<file path="src/rtl/sd_cmd_pkg.sv">
package sd_cmd_pkg;

    typedef enum logic [1:0] {
        ST_IDLE,
        ST_SEND,
        ST_WAIT,
        ST_RECV
    } cmd_state_e;

    localparam logic [1:0] ADDR_ARG  = 2'd0;
    localparam logic [1:0] ADDR_CTRL = 2'd1;
    localparam logic [1:0] ADDR_ICLR = 2'd2;

    localparam int CTL_START = 8;
    localparam int CTL_WAIT  = 9;
    localparam int CTL_LONG  = 10;
    localparam int INT_BASE  = 6;
    localparam int INT_COUNT = 3;

    localparam int TX_BITS    = 48;
    localparam int SHORT_BITS = 48;
    localparam int LONG_BITS  = 136;
    localparam int LONG_CRC_FIRST = 8;

    localparam logic [6:0] CRC7_POLY = 7'h09;

    function automatic logic [6:0] crc7_step(input logic [6:0] c, input logic b);
        logic fb;
        fb = b ^ c[6];
        return {c[5:0], 1'b0} ^ (fb ? CRC7_POLY : 7'h00);
    endfunction

    function automatic logic [6:0] crc7_word(input logic [39:0] m);
        logic [6:0] c;
        c = 7'h00;
        for (int i = 39; i >= 0; i--) begin
            c = crc7_step(c, m[i]);
        end
        return c;
    endfunction

endpackage

</file>
<file path="src/rtl/sd_cmd_crc7.sv">
module sd_cmd_crc7
    import sd_cmd_pkg::*;
(
    input  logic       clk,
    input  logic       rst_n,
    input  logic       clr,
    input  logic       en,
    input  logic       din,
    output logic [6:0] crc
);
    always_ff @(posedge clk or negedge rst_n) begin
        if (!rst_n) begin
            crc <= 7'h00;
        end else if (clr) begin
            crc <= 7'h00;
        end else if (en) begin
            crc <= crc7_step(crc, din);
        end
    end
endmodule

</file>
<file path="src/rtl/sd_cmd_tx.sv">
module sd_cmd_tx #(
    parameter int W = 48
) (
    input  logic         clk,
    input  logic         rst_n,
    input  logic         load,
    input  logic [W-1:0] tok,
    input  logic         shift,
    output logic         bit_o
);
    logic [W-1:0] sh_q;

    always_ff @(posedge clk or negedge rst_n) begin
        if (!rst_n) begin
            sh_q <= '1;
        end else if (load) begin
            sh_q <= tok;
        end else if (shift) begin
            sh_q <= {sh_q[W-2:0], 1'b1};
        end
    end

    assign bit_o = sh_q[W-1];
endmodule

</file>
<file path="src/rtl/sd_cmd_rx.sv">
module sd_cmd_rx #(
    parameter int W = 136
) (
    input  logic         clk,
    input  logic         rst_n,
    input  logic         clr,
    input  logic         shift,
    input  logic         din,
    output logic [W-1:0] data
);
    always_ff @(posedge clk or negedge rst_n) begin
        if (!rst_n) begin
            data <= '0;
        end else if (clr) begin
            data <= '0;
        end else if (shift) begin
            data <= {data[W-2:0], din};
        end
    end
endmodule

</file>
<file path="src/rtl/sd_cmd_engine.sv">
module sd_cmd_engine
    import sd_cmd_pkg::*;
#(
    parameter int TMO_STROBES = 64,
    parameter int RSP_WORDS   = 4
) (
    input  logic         clk,
    input  logic         rst_n,
    input  logic         card_stb,
    input  logic         reg_we,
    input  logic [1:0]   reg_addr,
    input  logic [31:0]  reg_wdata,
    input  logic         cmd_in,
    output logic         cmd_out,
    output logic         cmd_oe,
    output logic [15:0]  status,
    output logic [127:0] rsp_data,
    output logic [2:0]   irq_cause
);
    localparam int CNT_W = $clog2(LONG_BITS);
    localparam int TMO_W = $clog2(TMO_STROBES + 1);

    cmd_state_e state_q, state_d;

    logic [31:0]      arg_q;
    logic             wait_q, long_q;
    logic [CNT_W-1:0] bit_cnt;
    logic [TMO_W-1:0] tmo_cnt;
    logic             busy_q, rsp_q, tmo_q, end_q, crc_err_q;
    logic [INT_COUNT-1:0] int_q, int_set, int_clr;

    logic [TX_BITS-1:0]   tx_tok;
    logic                 tx_bit;
    logic [LONG_BITS-1:0] rx_data;
    logic [6:0]           crc_q;

    logic launch, tx_done, start_seen, tmo_hit, rx_done, crc_en;
    logic [CNT_W-1:0] rx_last;

    assign launch     = (state_q == ST_IDLE) && reg_we && (reg_addr == ADDR_CTRL)
                        && reg_wdata[CTL_START];
    assign tx_done    = (state_q == ST_SEND) && card_stb && (bit_cnt == CNT_W'(TX_BITS - 1));
    assign start_seen = (state_q == ST_WAIT) && card_stb && !cmd_in;
    assign tmo_hit    = (state_q == ST_WAIT) && card_stb && cmd_in
                        && (tmo_cnt == TMO_W'(TMO_STROBES - 1));
    assign rx_last    = long_q ? CNT_W'(LONG_BITS - 1) : CNT_W'(SHORT_BITS - 1);
    assign rx_done    = (state_q == ST_RECV) && card_stb && (bit_cnt == rx_last);
    assign crc_en     = (state_q == ST_RECV) && card_stb && !rx_done
                        && (!long_q || (bit_cnt >= CNT_W'(LONG_CRC_FIRST)));

    assign tx_tok = {2'b01, reg_wdata[5:0], arg_q,
                     crc7_word({2'b01, reg_wdata[5:0], arg_q}), 1'b1};

    sd_cmd_tx #(.W(TX_BITS)) tx_i (
        .clk(clk), .rst_n(rst_n), .load(launch), .tok(tx_tok),
        .shift((state_q == ST_SEND) && card_stb), .bit_o(tx_bit)
    );

    sd_cmd_rx #(.W(LONG_BITS)) rx_i (
        .clk(clk), .rst_n(rst_n), .clr(launch),
        .shift((state_q == ST_RECV) && card_stb), .din(cmd_in), .data(rx_data)
    );

    sd_cmd_crc7 crc_i (
        .clk(clk), .rst_n(rst_n), .clr(launch), .en(crc_en), .din(cmd_in), .crc(crc_q)
    );

    // state register
    always_ff @(posedge clk or negedge rst_n) begin
        if (!rst_n) state_q <= ST_IDLE;
        else        state_q <= state_d;
    end

    always_comb begin
        state_d = state_q;
        unique case (state_q)
            ST_IDLE: if (launch)     state_d = ST_SEND;
            ST_SEND: if (tx_done)    state_d = wait_q ? ST_WAIT : ST_IDLE;
            ST_WAIT: if (start_seen) state_d = ST_RECV;
                     else if (tmo_hit) state_d = ST_IDLE;
            ST_RECV: if (rx_done)    state_d = ST_IDLE;
            default:                 state_d = ST_IDLE;
        endcase
    end

    assign int_set = {rx_done && (crc_q != 7'h00), tmo_hit, (tx_done && !wait_q) || rx_done};
    assign int_clr = (reg_we && reg_addr == ADDR_ICLR) ? reg_wdata[INT_BASE +: INT_COUNT]
                                                        : '0;

    // outputs and datapath
    always_ff @(posedge clk or negedge rst_n) begin
        if (!rst_n) begin
            arg_q <= '0; wait_q <= 1'b0; long_q <= 1'b0;
            bit_cnt <= '0; tmo_cnt <= '0;
            busy_q <= 1'b0; rsp_q <= 1'b0; tmo_q <= 1'b0; end_q <= 1'b0; crc_err_q <= 1'b0;
            int_q <= '0;
        end else begin
            if (reg_we && reg_addr == ADDR_ARG && state_q == ST_IDLE) arg_q <= reg_wdata;
            int_q <= (int_q & ~int_clr) | int_set;
            unique case (state_q)
                ST_IDLE: if (launch) begin
                    wait_q <= reg_wdata[CTL_WAIT];
                    long_q <= reg_wdata[CTL_LONG];
                    bit_cnt <= '0; tmo_cnt <= '0;
                    busy_q <= 1'b1; rsp_q <= 1'b0; tmo_q <= 1'b0;
                    end_q <= 1'b0; crc_err_q <= 1'b0;
                end
                ST_SEND: if (card_stb) begin
                    if (tx_done) begin
                        bit_cnt <= '0;
                        if (!wait_q) begin busy_q <= 1'b0; end_q <= 1'b1; end
                    end else begin
                        bit_cnt <= bit_cnt + CNT_W'(1);
                    end
                end
                ST_WAIT: if (card_stb) begin
                    if (!cmd_in)      bit_cnt <= CNT_W'(1);
                    else if (tmo_hit) begin busy_q <= 1'b0; end_q <= 1'b1; tmo_q <= 1'b1; end
                    else              tmo_cnt <= tmo_cnt + TMO_W'(1);
                end
                ST_RECV: if (card_stb) begin
                    if (rx_done) begin
                        busy_q <= 1'b0; end_q <= 1'b1; rsp_q <= 1'b1;
                        crc_err_q <= (crc_q != 7'h00);
                    end else begin
                        bit_cnt <= bit_cnt + CNT_W'(1);
                    end
                end
                default: ;
            endcase
        end
    end

    logic [5:0] rx_idx;
    assign rx_idx = long_q ? rx_data[133:128] : rx_data[45:40];
    assign status = {3'b000, crc_err_q, end_q, tmo_q, rsp_q, busy_q,
                     rsp_q ? {2'b00, rx_idx} : 8'h00};

    for (genvar k = 0; k < RSP_WORDS; k++) begin : g_word
        if (k == 0) begin : g_first
            assign rsp_data[31:0] = long_q ? rx_data[127:96] : rx_data[39:8];
        end else begin : g_rest
            assign rsp_data[32*k +: 32] = long_q ? rx_data[127-32*k -: 32] : 32'h0;
        end
    end

    assign cmd_oe    = (state_q == ST_SEND);
    assign cmd_out   = cmd_oe ? tx_bit : 1'b1;
    assign irq_cause = int_q;

    logic unused_bits;
    assign unused_bits = ^{reg_wdata[31:11], rx_data[135:134]};
endmodule

</file>
<file path="config.mk">
export PLATFORM = sky130hd
export DESIGN_NAME = sd_cmd_engine
export DESIGN_NICKNAME = d
export VERILOG_FILES = /design/src/rtl/sd_cmd_pkg.sv /design/src/rtl/sd_cmd_crc7.sv /design/src/rtl/sd_cmd_tx.sv /design/src/rtl/sd_cmd_rx.sv /design/src/rtl/sd_cmd_engine.sv
export SDC_FILE = /design/constraint.sdc
export NUM_CORES = 1
export LEC_CHECK = 0
export ABC_AREA = 1
export BUFFER_PORTS_ARGS = -buffer_cell sky130_fd_sc_hd__buf_2
export CORE_MARGIN = 3
export CORE_UTILIZATION = 53
export CTS_CLUSTER_DIAMETER = 30
export DETAILED_ROUTE_END_ITERATION = 8
export GPL_ROUTABILITY_DRIVEN = 0
export GPL_TIMING_DRIVEN = 1
export PLACE_DENSITY = 0.72
export SLEW_MARGIN = 0
export SYNTH_ARGS = -nofsm -noshare
export SYNTH_HDL_FRONTEND = slang
export SYNTH_HIERARCHICAL = 1
export SYNTH_SLANG_ARGS = --single-unit
</file>
<file path="constraint.sdc">
create_clock -name clk -period 3.9 [get_ports clk]
set_clock_uncertainty 0.1 [all_clocks]
set_input_delay 0 -clock clk [delete_from_list [all_inputs] [get_ports clk]]
set_output_delay 0 -clock clk [all_outputs]
set_load 0.01 [all_outputs]
</file>
After elaboration in Yosys (flattened, before gate mapping)
Cells that the tools add are included.

word-level totals
  bits in registers = 248
  output and inout bits = 149

operators by class
  $add $sub $neg = 2
  $lt $le $gt $ge = 1
  eq/ne operators = 21
  muxes and demuxes = 99
  bitwise gates (word level) = 80
  reduce and logical (&&, ||, !) cells = 39

operators by type and width
  operator               count
  $mux W134              2
  $xor A7 B4 Y7          36
  $mux W4                39
  $mux W32               4
  $mux W48               2
  $mux W8                8
  $mux W7                6
  $xor A1 B1 Y1          36
  $pmux W8 S4            1
  $mux W1                21
  $ne A2 B2 Y1 const B   10
  $logic_and A1 B1 Y1    18
  $pmux W7 S2            1
  $mux W2                6
  $mux W6                2
  $reduce_and A5 Y1      2
  $reduce_bool A2 Y1     5
  $reduce_and A9 Y1      1
  $add A8 B1 Y8 const B  1
  $eq A8 B6 Y1 const B   1
  $eq A8 B8 Y1           1
  $ge A8 B4 Y1 const B   1
  $pmux W1 S4            2
  $pmux W2 S4            1
  22 further kinds       35

Longest topological paths before layout
  depth after elaboration = 110
  gate-level depth with buffers = 28
  gate-level depth less buffers = 28

Hierarchy
Netlist, hierarchy kept.

modules (own cells, without submodules)
  module         times used  cells each  area each (um^2)
  sd_cmd_engine  1           949         5368.9
  sd_cmd_rx      1           589         5322.6
  sd_cmd_tx      1           261         2220.9
  sd_cmd_crc7    1           36          312.8

Worst setup path after synthesis
Ideal clock, no wire load.

  kind = flip-flop to flip-flop
  start point = register state_q[1]
  end point = register bit_cnt[6]
  library setup time = 0.088 ns
  arrival time = 2.367 ns
  required time = 3.712 ns
  slack = 1.345 ns
  stages on the path, launching flop included = 9
  period minus slack after synthesis = 2.555 ns
  cell sequence = dfrtp_1 -> nor2_2 -> nand2_1 -> nor4_4 -> nor2_1 -> nor4_4 -> inv_1 -> o21ai_0 -> nor3b_1

between the ends
  longest elaborated chain between the ends = 6
  elaborated cells on any way between the ends = 21
  those cells by class = eq/ne: 9; mux: 3; reduce/logical: 9

ends and longest elaborated chain
  what                              RTL line              RTL
  start: declaration                sd_cmd_engine.sv:23   cmd_state_e state_q, state_d;
  start signal: assignment          sd_cmd_engine.sv:71   else state_q <= state_d;
  $logic_not A2 Y1                  sd_cmd_engine.sv:40   assign launch = (state_q == ST_IDLE) && reg_we && (reg_addr == ADDR_CTRL)
  $logic_and A1 B1 Y1 (2 in a row)  sd_cmd_engine.sv:40
  $logic_and A1 B1 Y1               sd_cmd_engine.sv:41   && reg_wdata[CTL_START];
  net launch                        sd_cmd_engine.sv:37   logic launch, tx_done, start_seen, tmo_hit, rx_done, crc_en;
  $ne A2 B1 Y1 (no line)            -
  $reduce_and A6 Y1 (no line)       -
  end signal: assignment            sd_cmd_engine.sv:113  bit_cnt <= bit_cnt + CNT_W'(1);
  end signal: assignment            sd_cmd_engine.sv:126  bit_cnt <= bit_cnt + CNT_W'(1);
  end: declaration                  sd_cmd_engine.sv:27   logic [CNT_W-1:0] bit_cnt;

The timed path passes the listed nets, and every way through them passes these cells. The select of a mux whose other input is x is not followed.
A chain may end at the register's enable or synchronous reset.

Final worst setup path
  start point = register long_q
  end point = output status[2]

between the ends
  longest elaborated chain between the ends = 2

ends and longest elaborated chain
  what                      RTL line              RTL
  start: declaration        sd_cmd_engine.sv:26   logic wait_q, long_q;
  start signal: assignment  sd_cmd_engine.sv:103  long_q <= reg_wdata[CTL_LONG];
  $mux W6                   sd_cmd_engine.sv:135  assign rx_idx = long_q ? rx_data[133:128] : rx_data[45:40];
  $mux W6                   sd_cmd_engine.sv:137  rsp_q ? {2'b00, rx_idx} : 8'h00};
  end: declaration          sd_cmd_engine.sv:16   output logic [15:0] status,

No other way between the ends.

==> results.md <==
- Placed cell area: approximately 0.014 mm²
- Fin Setup TNS: 0 ns
- Failing checks: hold timing
- Slowest stage delay, CP: around 0.8 ns
- Post-DP HPWL: 20.9 mm
- FF-to-FF End: busy_q
- Commonest non-fill, non-tap cell in the layout: nand2_1
- Hold Path Class: in -> async
- R2R Setup Slk: 1.20 ns
- Final non-filler cell total: 2405
- Num CTS Buffers: 59
- Min cycle time layout: 2.85 ns
- P per Cell Area: about 840 mW/mm²
- DRT antenna net count: 0
- Die W: ~160 µm
- Worst path slowest cell: buf_4
- CP Cell Sequence: buf_4 -> o21ai_0 -> nor2_1 -> buf_2
- Worst path arrival time: approximately 2.8 ns
- Clk slew on worst S/H paths: approximately 0.05 ns
- Initial antenna violation count: 0
- R2R cell count: 9
- Via Count: 12.4k
- Die area: about 0.027 mm²
- Final period utilization: 0.730
- Vias in the first global route: 11.9k
- Fin nets: between 2k and 2.5k
- CP max FO: 99
- WL final: 34.2 mm
- Post-Syn Area: 0.0132 mm²
- Total power: 14.2 mW
- Initial core utilization: 0.541
- Setup slack after layout: between 1 and 1.5 ns
- Worst Setup End Kind: primary output
- Clock sinks: about 250
- Fmax: roughly 350 MHz
- Worst slew margin: 0.235
- Total iterations of the first detailed-routing run: 5
- Crit Path Class: reg -> out
- Number of port buffers: between 150 and 200
- RR Startpoint: long_q
- Largest net degree at the start of global routing: 125
- First-pass GRT wire length: around 57 mm
- Wire per inst: 14.2 µm
- DRC viols: 0
- Crit path required time: roughly 3.8 ns
- CP delay by family, top: buffers and inverters
- Post-Route Utilization: 0.691
- RSZ-0062 raised after global routing: false
- CP startpoint kind: flop
- I/O pin total: ~190
- Root Driver: clkbuf_16
- Global Route Usage Sum: 0.256
- # resized after CTS: 0
- CTS Buffer Depth: 3
- Average cell area after synthesis: roughly 7 µm²
- Worst hold slack: -0.0133 ns
- Cells after Synth: around 1.8k
- CP bufs+invs: 2
- Most frequent cells in the layout: nand2_1, nand3_1, dfrtp_1
- Final setup vio count: 0
- Number of max-cap violations: 0
- Layout Cell Area excl Fill: between 0.015 and 0.02 mm²
- H-Tree Level Count: 2
- Total gr overflow: 0
- CTS tree: yes
- Final Max Tran Viols: 0
- Row cnt: 57
- Vias per cell: roughly 5.2
- # Post-CTS Setup Buffers: 0
- Hold Violations, Final: 4
- N_diodes: 0
- Cts hold-fix bufs: 39
- Pre-CTS setup slack: between 1 and 1.5 ns
- Placeable Area: approximately 0.024 mm²
- Die height: ~160 µm
- Worst-skew pair later-pin latency: 0.57 ns
- Status: complete, but fails checks
- Yosys warnings: 6
- Initial DRC count: 1138
- Worst slew pin tran: 1.14 ns
- Share of cells above drive strength 1: 0.201
- Worst vdd ir: 0.000652 V
- Leak pwr: 9.91 nW
- Area grow syn2layout: 27.8%
- Placed insts: approximately 2.3k
cell type report:
type,instances,area [µm²]
Multi-Input combinational cell,1279,5660
Fill cell,1963,7510
Tap cell,324,405
Clock inverter,42,659
Inverter,208,783
Timing Repair Buffer,234,1430
Clock buffer,70,1600
Sequential cell,248,6270
how the worst max path moves through the flow:
| stage | cells past startpoint | endpoint | from | slack [ns] |
|---|---|---|---|---|
| 5_1_grt | 9 | busy_q | long_q | 0.88 |
| 2_1_floorplan | 8 | bit_cnt[6] | state_q[1] | 1.35 |
| 4_1_cts | 4 | status[2] | long_q | 1.06 |
| 3_5_place_dp | 9 | busy_q | long_q | 1.24 |
| 3_3_place_gp | 25 | tx_i/sh_q[4] | arg_q[30] | 1.35 |
| 6_report | 4 | status[2] | long_q | 1.05 |
metal layers:
metal	GRT usage	vias up	part of all wire
met1	0.350	5869	0.44
met5	0	-	0
met2	0.421	398	0.48
li1	-	6102	-
met4	0.0819	0	0.023
met3	0.0403	68	0.057
state kept, by name (all words and copies together), names as in the netlist, 2 cells and up:
register and cells:
irq_cause 3, rx_i/data 134, tmo_cnt 7, tx_i/sh_q 48, bit_cnt 8, state_q 2
crc_i/crc 7, arg_q 32
power breakdown:
part	leakage (nW)	switching, mW	internal, mW
logic	5.65	3.29	1.64
clock network	1.09	1.62	3.87
registers	3.17	0.506	3.25
(Power assumes the default switching activity.)
